==> config.mk <==
export PLATFORM = sky130hd
export DESIGN_NAME = sflow_uart
export DESIGN_NICKNAME = d
export VERILOG_FILES = /design/src/rtl/sflow_uart.sv
export SDC_FILE = /design/constraint.sdc
export NUM_CORES = 1
export LEC_CHECK = 0
export BUFFER_PORTS_ARGS = -buffer_cell sky130_fd_sc_hd__buf_2
export CORE_MARGIN = 8
export CORE_UTILIZATION = 60
export CTS_CLUSTER_DIAMETER = 50
export DETAILED_ROUTE_END_ITERATION = 10
export PLACE_DENSITY = 0.84
export RECOVER_POWER = 25
export SLEW_MARGIN = 20
export SYNTH_ARGS = -nofsm -noshare
export SYNTH_HDL_FRONTEND = slang
export SYNTH_SLANG_ARGS = --single-unit
==> constraint.sdc <==
create_clock -name clk -period 4.05 [get_ports clk]
set_input_delay 0.81 -clock clk [delete_from_list [all_inputs] [get_ports clk]]
set_output_delay 0.81 -clock clk [all_outputs]
set_load 0.05 [all_outputs]
==> src/rtl/sflow_uart.sv <==
module sflow_uart #(
  parameter int DIV_W = 16,
  parameter int DEPTH = 4,
  parameter logic [7:0] XON  = 8'h11,
  parameter logic [7:0] XOFF = 8'h13
) (
  input  logic             clk,
  input  logic             rst_n,
  input  logic [DIV_W-1:0] baud_div,
  input  logic             par_en,
  input  logic             par_odd,
  input  logic             two_stop,
  input  logic             flow_en,
  input  logic [7:0]       tx_data,
  input  logic             tx_valid,
  output logic             tx_ready,
  output logic             txd,
  input  logic             rxd,
  output logic [7:0]       rx_data,
  output logic             rx_valid,
  input  logic             rx_ready,
  output logic             rx_par_err,
  output logic             rx_frm_err
);
  localparam int AW = (DEPTH > 1) ? $clog2(DEPTH) : 1;
  localparam int CW = $clog2(DEPTH + 1);

  logic [DIV_W-1:0] div_q;
  wire tick = (div_q >= baud_div);

  always_ff @(posedge clk or negedge rst_n)
    if (!rst_n) div_q <= '0;
    else        div_q <= tick ? '0 : div_q + 1'b1;

  logic [CW-1:0] cnt_q;
  logic          paused_q, xoff_sent_q;

  // ---------------- transmitter ----------------
  logic        tx_busy;
  logic [11:0] tx_sh, tx_frame;
  logic [3:0]  tx_bits, tx_sub;

  wire want_off = flow_en && !xoff_sent_q && (cnt_q >= CW'(DEPTH - 1));
  wire want_on  = flow_en &&  xoff_sent_q && (cnt_q == '0);
  wire ctl_go   = !tx_busy && (want_off || want_on);
  assign tx_ready = !tx_busy && !want_off && !want_on && !(flow_en && paused_q);
  wire tx_take  = tx_valid && tx_ready;
  wire [7:0] tx_byte = ctl_go ? (want_off ? XOFF : XON) : tx_data;

  always_comb begin
    tx_frame = {3'b111, tx_byte, 1'b0};
    if (par_en) tx_frame[9] = ^tx_byte ^ par_odd;
  end

  always_ff @(posedge clk or negedge rst_n)
    if (!rst_n) begin
      tx_busy <= 1'b0;
      tx_sh   <= '1;
      tx_bits <= '0;
      tx_sub  <= '0;
    end else if (tx_busy) begin
      if (tick) begin
        tx_sub <= tx_sub + 1'b1;
        if (tx_sub == 4'd15) begin
          tx_sh   <= {1'b1, tx_sh[11:1]};
          tx_bits <= tx_bits - 1'b1;
          if (tx_bits == 4'd1) tx_busy <= 1'b0;
        end
      end
    end else if (ctl_go || tx_take) begin
      tx_busy <= 1'b1;
      tx_sh   <= tx_frame;
      tx_sub  <= '0;
      tx_bits <= 4'd10 + {3'b0, par_en} + {3'b0, two_stop};
    end

  assign txd = tx_busy ? tx_sh[0] : 1'b1;

  always_ff @(posedge clk or negedge rst_n)
    if (!rst_n)        xoff_sent_q <= 1'b0;
    else if (!flow_en) xoff_sent_q <= 1'b0;
    else if (ctl_go)   xoff_sent_q <= want_off;

  // ---------------- receiver ----------------
  logic [1:0] rx_sync;
  logic       rx_busy, rx_par;
  logic [3:0] rx_sub, rx_idx;
  logic [2:0] rx_smp;
  logic [7:0] rx_sh;

  wire rxs      = rx_sync[1];
  wire maj      = (rx_smp[0] & rx_smp[1]) | (rx_smp[0] & rx_smp[2]) | (rx_smp[1] & rx_smp[2]);
  wire last_bit = (rx_idx == (par_en ? 4'd10 : 4'd9));
  wire bit_end  = rx_busy && tick && (rx_sub == 4'd15);
  wire rx_done  = bit_end && last_bit;
  wire rx_perr  = par_en && (rx_par != (^rx_sh ^ par_odd));
  wire rx_ferr  = !maj;
  wire is_ctl   = flow_en && !rx_perr && !rx_ferr && (rx_sh == XON || rx_sh == XOFF);
  wire push     = rx_done && !is_ctl && (cnt_q != CW'(DEPTH));
  wire pop      = rx_ready && (cnt_q != '0);

  always_ff @(posedge clk or negedge rst_n)
    if (!rst_n) rx_sync <= 2'b11;
    else        rx_sync <= {rx_sync[0], rxd};

  always_ff @(posedge clk or negedge rst_n)
    if (!rst_n) begin
      rx_busy <= 1'b0;
      rx_sub  <= '0;
      rx_idx  <= '0;
      rx_smp  <= '1;
      rx_sh   <= '0;
      rx_par  <= 1'b0;
    end else if (!rx_busy) begin
      if (tick && !rxs) begin
        rx_busy <= 1'b1;
        rx_sub  <= 4'd1;
        rx_idx  <= '0;
      end
    end else if (tick) begin
      rx_sub <= rx_sub + 1'b1;
      if (rx_sub inside {4'd7, 4'd8, 4'd9}) rx_smp <= {rx_smp[1:0], rxs};
      if (rx_sub == 4'd15) begin
        rx_idx <= rx_idx + 1'b1;
        if (rx_idx == 4'd0 && maj)             rx_busy <= 1'b0;
        else if (rx_idx >= 4'd1 && rx_idx <= 4'd8) rx_sh <= {maj, rx_sh[7:1]};
        else if (par_en && rx_idx == 4'd9)     rx_par <= maj;
        if (last_bit) rx_busy <= 1'b0;
      end
    end

  always_ff @(posedge clk or negedge rst_n)
    if (!rst_n)                  paused_q <= 1'b0;
    else if (!flow_en)           paused_q <= 1'b0;
    else if (rx_done && is_ctl)  paused_q <= (rx_sh == XOFF);

  // ---------------- receive buffer ----------------
  logic [9:0]    mem [DEPTH];
  logic [AW-1:0] wr_q, rd_q;

  always_ff @(posedge clk)
    if (push) mem[wr_q] <= {rx_ferr, rx_perr, rx_sh};

  always_ff @(posedge clk or negedge rst_n)
    if (!rst_n) begin
      wr_q  <= '0;
      rd_q  <= '0;
      cnt_q <= '0;
    end else begin
      if (push) wr_q <= (wr_q == AW'(DEPTH - 1)) ? '0 : wr_q + 1'b1;
      if (pop)  rd_q <= (rd_q == AW'(DEPTH - 1)) ? '0 : rd_q + 1'b1;
      case ({push, pop})
        2'b10:   cnt_q <= cnt_q + 1'b1;
        2'b01:   cnt_q <= cnt_q - 1'b1;
        default: ;
      endcase
    end

  assign rx_valid = (cnt_q != '0);
  assign {rx_frm_err, rx_par_err, rx_data} = mem[rd_q];
endmodule

==> results of run 1 <==
Yosys cell counts (all sizes together) (2+ instances only):
master,number
clkbuf,9
nor2,23
a31o,2
a22o,6
mux4,10
o21a,4
mux2i,12
and4,5
nand2b,11
a31oi,3
a2111oi,2
xnor2,14
and3,9
mux2,11
nor3,11
or2,3
a211oi,3
inv,39
buf,5
nor4,2
o211ai,2
xor2,12
nand3,12
o21ai,16
a311oi,3
ha,39
a21oi,21
nor2b,2
and2,8
dfrtp,52
o22ai,9
or3,5
o31ai,3
nand2,35
edfxtp,40
nand4,5
dfstp,15
worst register-to-register path: stages (launching register included):
cell     delay, ns
dfrtp_1       0.46
ha_1          0.35
and4_4        0.25
nand2_2       0.08
or4_1         0.57
nand3_1       0.14
and3_1        0.20
inv_1         0.06
ha_1          0.23
fa_1          0.40
xnor2_1       0.20
nor2_1        0.07
xor2_1        0.13
power breakdown:
part           leakage, nW  switching, W  internal, W  total, W
Sequential            1.10      0.000179      0.00129   0.00147
Combinational         1.49      0.000412     0.000352  0.000764
Clock               0.0985      0.000405     0.000245  0.000650
cell families (layout without fill, tap and decap cells):
| logic type | Yosys count | after routing | synth area share [%] |
|---|---|---|---|
| and+or+nand+nor | 136 | 136 | 13.0 |
| DFF | 107 | 107 | 50.7 |
| AOI/OAI and AO/OA | 88 | 88 | 10.7 |
| buffers and inverters | 53 | 106 | 3.57 |
| adders and majority gates | 41 | 41 | 9.08 |
| muxes | 33 | 33 | 8.48 |
| xor gates and xnor gates | 27 | 27 | 4.38 |
layout make-up:
cell class	instances	area, um^2
Clock inverter	7	75.1
Sequential cell	107	2900
Inverter	39	146
Timing Repair Buffer	51	268
Tap cell	129	161
Fill cell	690	2960
Clock buffer	9	124
Multi-Input combinational cell	325	2610
sequential cells by signal, summed over array words and instances, names as in the netlist:
signal       cells
mem             40
div_q           16
tx_sh           10
rx_sh            8
rx_idx           4
rx_sub           4
tx_bits          4
tx_sub           4
cnt_q            3
rx_smp           3
rd_q             2
rx_sync          2
wr_q             2
paused_q         1
rx_busy          1
rx_par           1
tx_busy          1
xoff_sent_q      1
how the worst max path moves through the flow:
| stage | to | cells past startpoint | slack, ns |
|---|---|---|---|
| 6_report | cnt_q[2] | 14 | 0.71 |
| 5_1_grt | cnt_q[2] | 14 | 0.64 |
| 4_1_cts | cnt_q[2] | 14 | 0.74 |
| 3_5_place_dp | cnt_q[2] | 14 | 0.43 |
| 3_3_place_gp | cnt_q[2] | 14 | 0.57 |
| 2_1_floorplan | cnt_q[2] | 14 | 0.47 |
metal layers:
layer,vias to the layer above,GRT usage [%]
li1,1866,-
met1,1971,22.2
met2,91,32.3
met3,13,2.80
met4,0,6.75
met5,-,0
through the flow:
step	util, %	cell area (um^2)	cells
floorplan	-	5710	485
global placement	65.8	6080	651
detailed placement	65.8	6080	651
CTS	68.0	6280	667
global route	67.9	6280	667
finish	67.9	6280	667
==> flow_metrics.py, run 1 <==
metrics = {
    "outcome": {
        "status": "finished, violations left",
        "violations": "capacitance limit, slew limit",
    },
    "global_route": {
        "grt_pass1_vias": 4082,
        "gr-total-overflow": 0,
        "grt_pass1_wl_um": 19300,
        "grt_max_degree": 68,
        "antenna_found_initial": 0,
        "grtUsageTotal_pct": 18.4,
    },
    "worst_setup_path": {
        "r2r_slack_ns": 0.81,
        "cpPeakStageDelay_ns": 0.53,
        "endpoint_kind": "flop",
        "cp_data_required_time_ns": 4.31,
        "worst_path_dominant_cell_family": "simple AND/OR/NAND/NOR gates",
        "crit_chain": "buf_2, inv_1, ha_1, and4_4, nand4_4, or4_1, nand3_1, and3_1, inv_1, ha_1, fa_1, xnor2_1, nor2_1, xor2_1",
        "crit_fanout": 4,
        "worstSetupPathType": "in -> reg",
        "crit_arrival_ns": 3.60,
        "startpoint_type": "primary input",
        "ff2ff_path_depth": 12,
        "crit_path_start": "baud_div[13]",
        "worst-path-buf-inv": 3,
        "r2r_start": "div_q[11]",
        "slowest_stage": "or4_1",
        "r2r-end": "cnt_q[2]",
    },
    "placed_design": {
        "hpwl_um": 8070,
        "numPortBuffers": 45,
        "place_congestion": 0.833,
        "place_ws_ns": 0.425,
    },
    "layout": {
        "drive_above_1_share_pct": 21.0,
        "layout_common_cells": "dfrtp_1, buf_2, edfxtp_1",
        "nets": 606,
        "final_common_cell": "dfrtp_1",
        "area_delta_synth_final_pct": 10.0,
        "antennaDiodeCount": 0,
    },
    "timing": {
        "slew_headroom_pct": -8.24,
        "setup_tns_ns": 0,
        "period_minus_slack_ns": 3.34,
        "hold_ws_ns": 0.363,
        "slew_violations": 68,
        "worst_pin_slew_ns": 1.62,
        "fin_ws_ns": 0.711,
        "hold_viol_final": 0,
        "fin_worst_skew_ns": 0.0156,
        "period_share_pct": 82.4,
        "finalSetupViolations": 0,
        "max_freq_mhz": 300,
        "rsz0062_at_grt": "no",
    },
    "drt": {
        "dr_wl_met2_um": 5910,
        "wirelength_um": 11400,
        "vias_per_cell": 5.91,
        "drt_iter0_drc": 172,
        "drc": 0,
        "vias": 3941,
        "met1_length_um": 5010,
        "drt_first_pass_iters": 5,
        "top_layer": "met4",
        "drtAntennaViolNets": 0,
        "drt-wirelength-per-cell_um": 17.1,
        "wl_met3_um": 396,
    },
    "synth": {
        "synth_area_leaders": "dfrtp_1, edfxtp_1, ha_1, dfstp_2, mux4_2",
        "synth_edf_count": 40,
        "synthFlopType": "dfrtp_1",
        "async_reset_ff_share_pct": 62.6,
        "yosys.area.top_type": "dfrtp_1",
        "yosysUniqueCellTypes": 71,
        "syn_area_um2": 5710,
        "yosysWarnings": 0,
        "synth-seq-area-share_pct": 50.7,
        "synth_nets": 558,
        "synth_top_area_share_pct": 22.8,
        "avgSynthCellArea_um2": 11.8,
        "syn_inst": 485,
        "synth_seq_cells": 107,
    },
    "hold_path": {
        "min_delay_path_depth": 0,
        "min_path_type": "reg -> reg",
        "worstHoldStart": "rx_sync[0]",
        "hold_end": "rx_sync[1]",
    },
    "clock_tree": {
        "cts_max_path_buffers": 2,
        "hold_buffers": 0,
        "path_clk_slew_ns": 0.11,
        "cts_root_buf": "clkbuf_8",
        "cts_resized": 0,
        "h-tree-depth": 3,
        "postCtsSetupRepairBufs": 0,
        "cts_tree": "built",
        "cts_buffers": 9,
        "clock-sinks": 107,
        "clock_latency_ns": 0.37,
    },
    "pwr": {
        "p_total_w": 0.00288,
        "pwr_density_cell_nw_per_um2": 459,
        "peakVddDrop_v": 0.000334,
        "power.leakage_nw": 2.69,
    },
    "die": {
        "coreArea_um2": 9240,
        "num_rows": 35,
        "initial_core_util_pct": 61.8,
        "chipHeight_um": 114,
        "pin_count": 46,
        "dieArea_um2": 12900,
        "die_w_um": 114,
    },
    "job": {
        "drv_cap": 1,
    },
}
No activity file was read; power rests on OpenSTA's default activity.
==> inputs of run 2 (changes only) <==
--- a/config.mk
+++ b/config.mk
@@ -5,12 +5,13 @@
 export SDC_FILE = /design/constraint.sdc
 export NUM_CORES = 1
 export LEC_CHECK = 0
+export ABC_AREA = 1
 export BUFFER_PORTS_ARGS = -buffer_cell sky130_fd_sc_hd__buf_2
 export CORE_MARGIN = 8
-export CORE_UTILIZATION = 60
+export CORE_UTILIZATION = 55
 export CTS_CLUSTER_DIAMETER = 50
 export DETAILED_ROUTE_END_ITERATION = 10
-export PLACE_DENSITY = 0.84
+export PLACE_DENSITY = 0.81
 export RECOVER_POWER = 25
 export SLEW_MARGIN = 20
 export SYNTH_ARGS = -nofsm -noshare
==> constraint.sdc (replaced) <==
create_clock -name clk -period 3 [get_ports clk]
set_input_delay 0.6 -clock clk [delete_from_list [all_inputs] [get_ports clk]]
set_output_delay 0.6 -clock clk [all_outputs]
set_load 0.05 [all_outputs]
==> flow_metrics.py, run 2 <==
metrics = {
    "layout": {
        "drive_above_1_share_pct": 20.9,
        "largestRegisters": "mem x40, div_q x16, tx_sh x10",
        "design_area_um2": 6500,
        "largest_reg_flops": 40,
        "nets": 777,
        "largest_register": "mem",
        "final-seq-area_um2": 2900,
        "fill_cells": 866,
        "multi_input_area_um2": 2530,
        "area_delta_synth_final_pct": 10.7,
        "antennaDiodeCount": 0,
        "final_common_cell": "nand2_1",
        "layout_common_cells": "nand2_1, inv_1, nor2_1",
    },
    "synth": {
        "synth_seq_cells": 107,
        "synth.most_common_cell": "nand2_1",
        "yosysUniqueCellTypes": 48,
        "synth_top_area_share_pct": 22.1,
        "yosys.area.top_type": "dfrtp_1",
        "async_reset_ff_share_pct": 62.6,
        "synth-seq-area-share_pct": 49.3,
        "synthFlopType": "dfrtp_1",
        "synth_area_leaders": "dfrtp_1, edfxtp_1, ha_1, nand2_1, dfstp_2",
        "avgSynthCellArea_um2": 9.14,
        "synth_edf_count": 40,
        "syn_area_um2": 5880,
        "yosysWarnings": 0,
        "synth_common_cells": "nand2_1, inv_1, nor2_1",
        "synth_nets": 716,
        "syn_inst": 643,
    },
    "die": {
        "initial_core_util_pct": 56.7,
        "num_rows": 37,
        "chipHeight_um": 119,
        "pin_count": 46,
        "dieArea_um2": 14200,
        "die_w_um": 119,
        "coreArea_um2": 10400,
    },
    "global_route": {
        "grt_pass1_vias": 4463,
        "grtUsageTotal_pct": 16.4,
        "antenna_found_initial": 0,
        "met1_usage_pct": 19.5,
        "grt_pass1_wl_um": 19700,
        "grt_util_met2_pct": 30.2,
        "met3_usage_pct": 2.46,
        "gr-total-overflow": 0,
        "grt_max_degree": 68,
        "busiest_layer": "met2",
    },
    "outcome": {
        "violations": "capacitance limit, slew limit",
        "status": "finished, violations left",
    },
    "worst_setup_path": {
        "r2r_start": "rx_sh[6]",
        "cp_data_required_time_ns": 3.25,
        "startpoint_type": "flop",
        "cpPeakStageDelay_ns": 0.37,
        "worst-path-buf-inv": 3,
        "crit_top_cell": "nand2_1",
        "crit_path_start": "rx_sh[6]",
        "worstSetupPathType": "reg -> reg",
        "endpoint_kind": "flop",
        "crit_arrival_ns": 3.03,
        "crit_fanout": 3,
        "crit_chain": "inv_1, ha_1, xnor2_2, xor2_1, inv_1, nand2_1, nand3_1, nand2_1, nand2_1, nor2_2, inv_2, ha_2, fa_2, a21oi_1, o21ai_1, xor2_1",
        "worst_path_dominant_cell_family": "adder cells",
        "slowest_stage": "dfrtp_1",
    },
    "pwr": {
        "power.leakage_nw": 3.08,
        "peakVddDrop_v": 0.000548,
        "pwr_density_cell_nw_per_um2": 657,
    },
    "placed_design": {
        "dpl_cell_area_um2": 6270,
        "place_ws_ns": -0.0903,
        "place_congestion": 0.839,
        "hpwl_um": 8500,
        "numPortBuffers": 45,
    },
    "job": {
        "drv_cap": 1,
    },
    "hold_path": {
        "worstHoldStart": "rxd",
        "min_path_type": "in -> reg",
    },
    "clock_tree": {
        "h-tree-depth": 3,
        "path_clk_slew_ns": 0.11,
        "clock-sinks": 107,
        "cts_buffers": 9,
        "cts_max_path_buffers": 2,
        "clock_latency_ns": 0.36,
        "cts_tree": "built",
        "cts_root_buf": "clkbuf_8",
    },
    "timing": {
        "slew_violations": 68,
        "fin_worst_skew_ns": 0.0121,
        "period_share_pct": 92.8,
        "hold_viol_final": 0,
        "finalSetupViolations": 0,
        "rsz0062_at_grt": "no",
        "max_freq_mhz": 359,
        "worst_pin_slew_ns": 1.69,
        "slew_headroom_pct": -12.7,
        "period_minus_slack_ns": 2.78,
        "fin_ws_ns": 0.215,
    },
    "drt": {
        "drtAntennaViolNets": 0,
        "drt-wirelength-per-cell_um": 13.5,
        "drt_iter0_drc": 189,
        "vias": 4332,
        "drt_first_pass_iters": 4,
        "drc": 0,
        "wirelength_um": 11400,
        "vias_per_cell": 5.13,
    },
}
run 2: cell types whose count changed after synthesis, moves of 11 or more:
cell / change
inv_1: +49
mux2i_1: -11
nand2_1: +95
nand3_1: +19
nor2_1: +35
nor2_2: +11
o21ai_0: +30
run 2: final timing paths:
| kind | end | slack, ns | depth (start not counted) |
|---|---|---|---|
| max reg2reg | cnt_q[2] | 0.22 | 16 |
| min reg2reg | rx_sync[1] | 0.37 | 0 |
| max | cnt_q[2] | 0.22 | 16 |
| min in group asynchronous | div_q[14] | 0.74 | 2 |
| min | rx_sync[0] | 0.33 | 1 |
| max in group asynchronous | rx_sh[1] | 1.13 | 2 |
run 2: cell families (layout without fill, tap and decap cells):
| kind of cell | Yosys count | after routing | share of synthesized area (%) |
|---|---|---|---|
| flops | 107 | 107 | 49.3 |
| fa+ha+maj | 40 | 40 | 8.65 |
| buf+inv | 110 | 176 | 7.77 |
| compound gates | 100 | 100 | 10.8 |
| mux | 1 | 1 | 0.192 |
| simple gates | 271 | 271 | 21.3 |
| xor+xnor | 14 | 14 | 2.09 |
run 2: through the flow:
step	power (W)	setup TNS [ns]	cells	util [%]	hold WS, ns
5_1_grt	0.00457	0	845	62.7	0.306
3_3_place_gp	0.00337	0	822	60.5	0.355
6_report	0.00427	0	845	62.7	0.328
4_1_cts	0.00431	0	840	62.5	0.315
3_5_place_dp	0.00347	-0.0903	822	60.5	0.356
2_1_floorplan	0.00308	0	643	-	0.304
run 2: repair_timing:
| action | CTS | global route |
|---|---|---|
| hold buffers | 0 | 0 |
| endpoints found under the setup margin | 1 | 2 |
| pin swaps | 0 | 3 |
| setup buffers | 2 | 5 |
| resized for setup | 1 | 5 |
run 2: routing by layer:
| metal | part of all wire (%) | wire (um) |
|---|---|---|
| met4 | 1.1 | 125 |
| met1 | 44 | 4970 |
| met3 | 3.0 | 342 |
| met5 | 0 | 0 |
| met2 | 52 | 5950 |
run 2: layout make-up:
type	instances	share of cell area (%)
inverters	95	5.56
repair buffers	65	5.33
flip-flops and latches	107	44.6
multi-input cells	426	39.0
well taps	136	2.62
clock inverters	7	1.02
clock buffers	9	1.90
run 2: report_power, final:
group | internal [W] | switching [W] | total [W]
combinational | 0.000491 | 0.00101 | 0.00151
clock | 0.000325 | 0.000518 | 0.000842
sequential | 0.00173 | 0.000193 | 0.00192
total | 0.00255 | 0.00172 | 0.00427
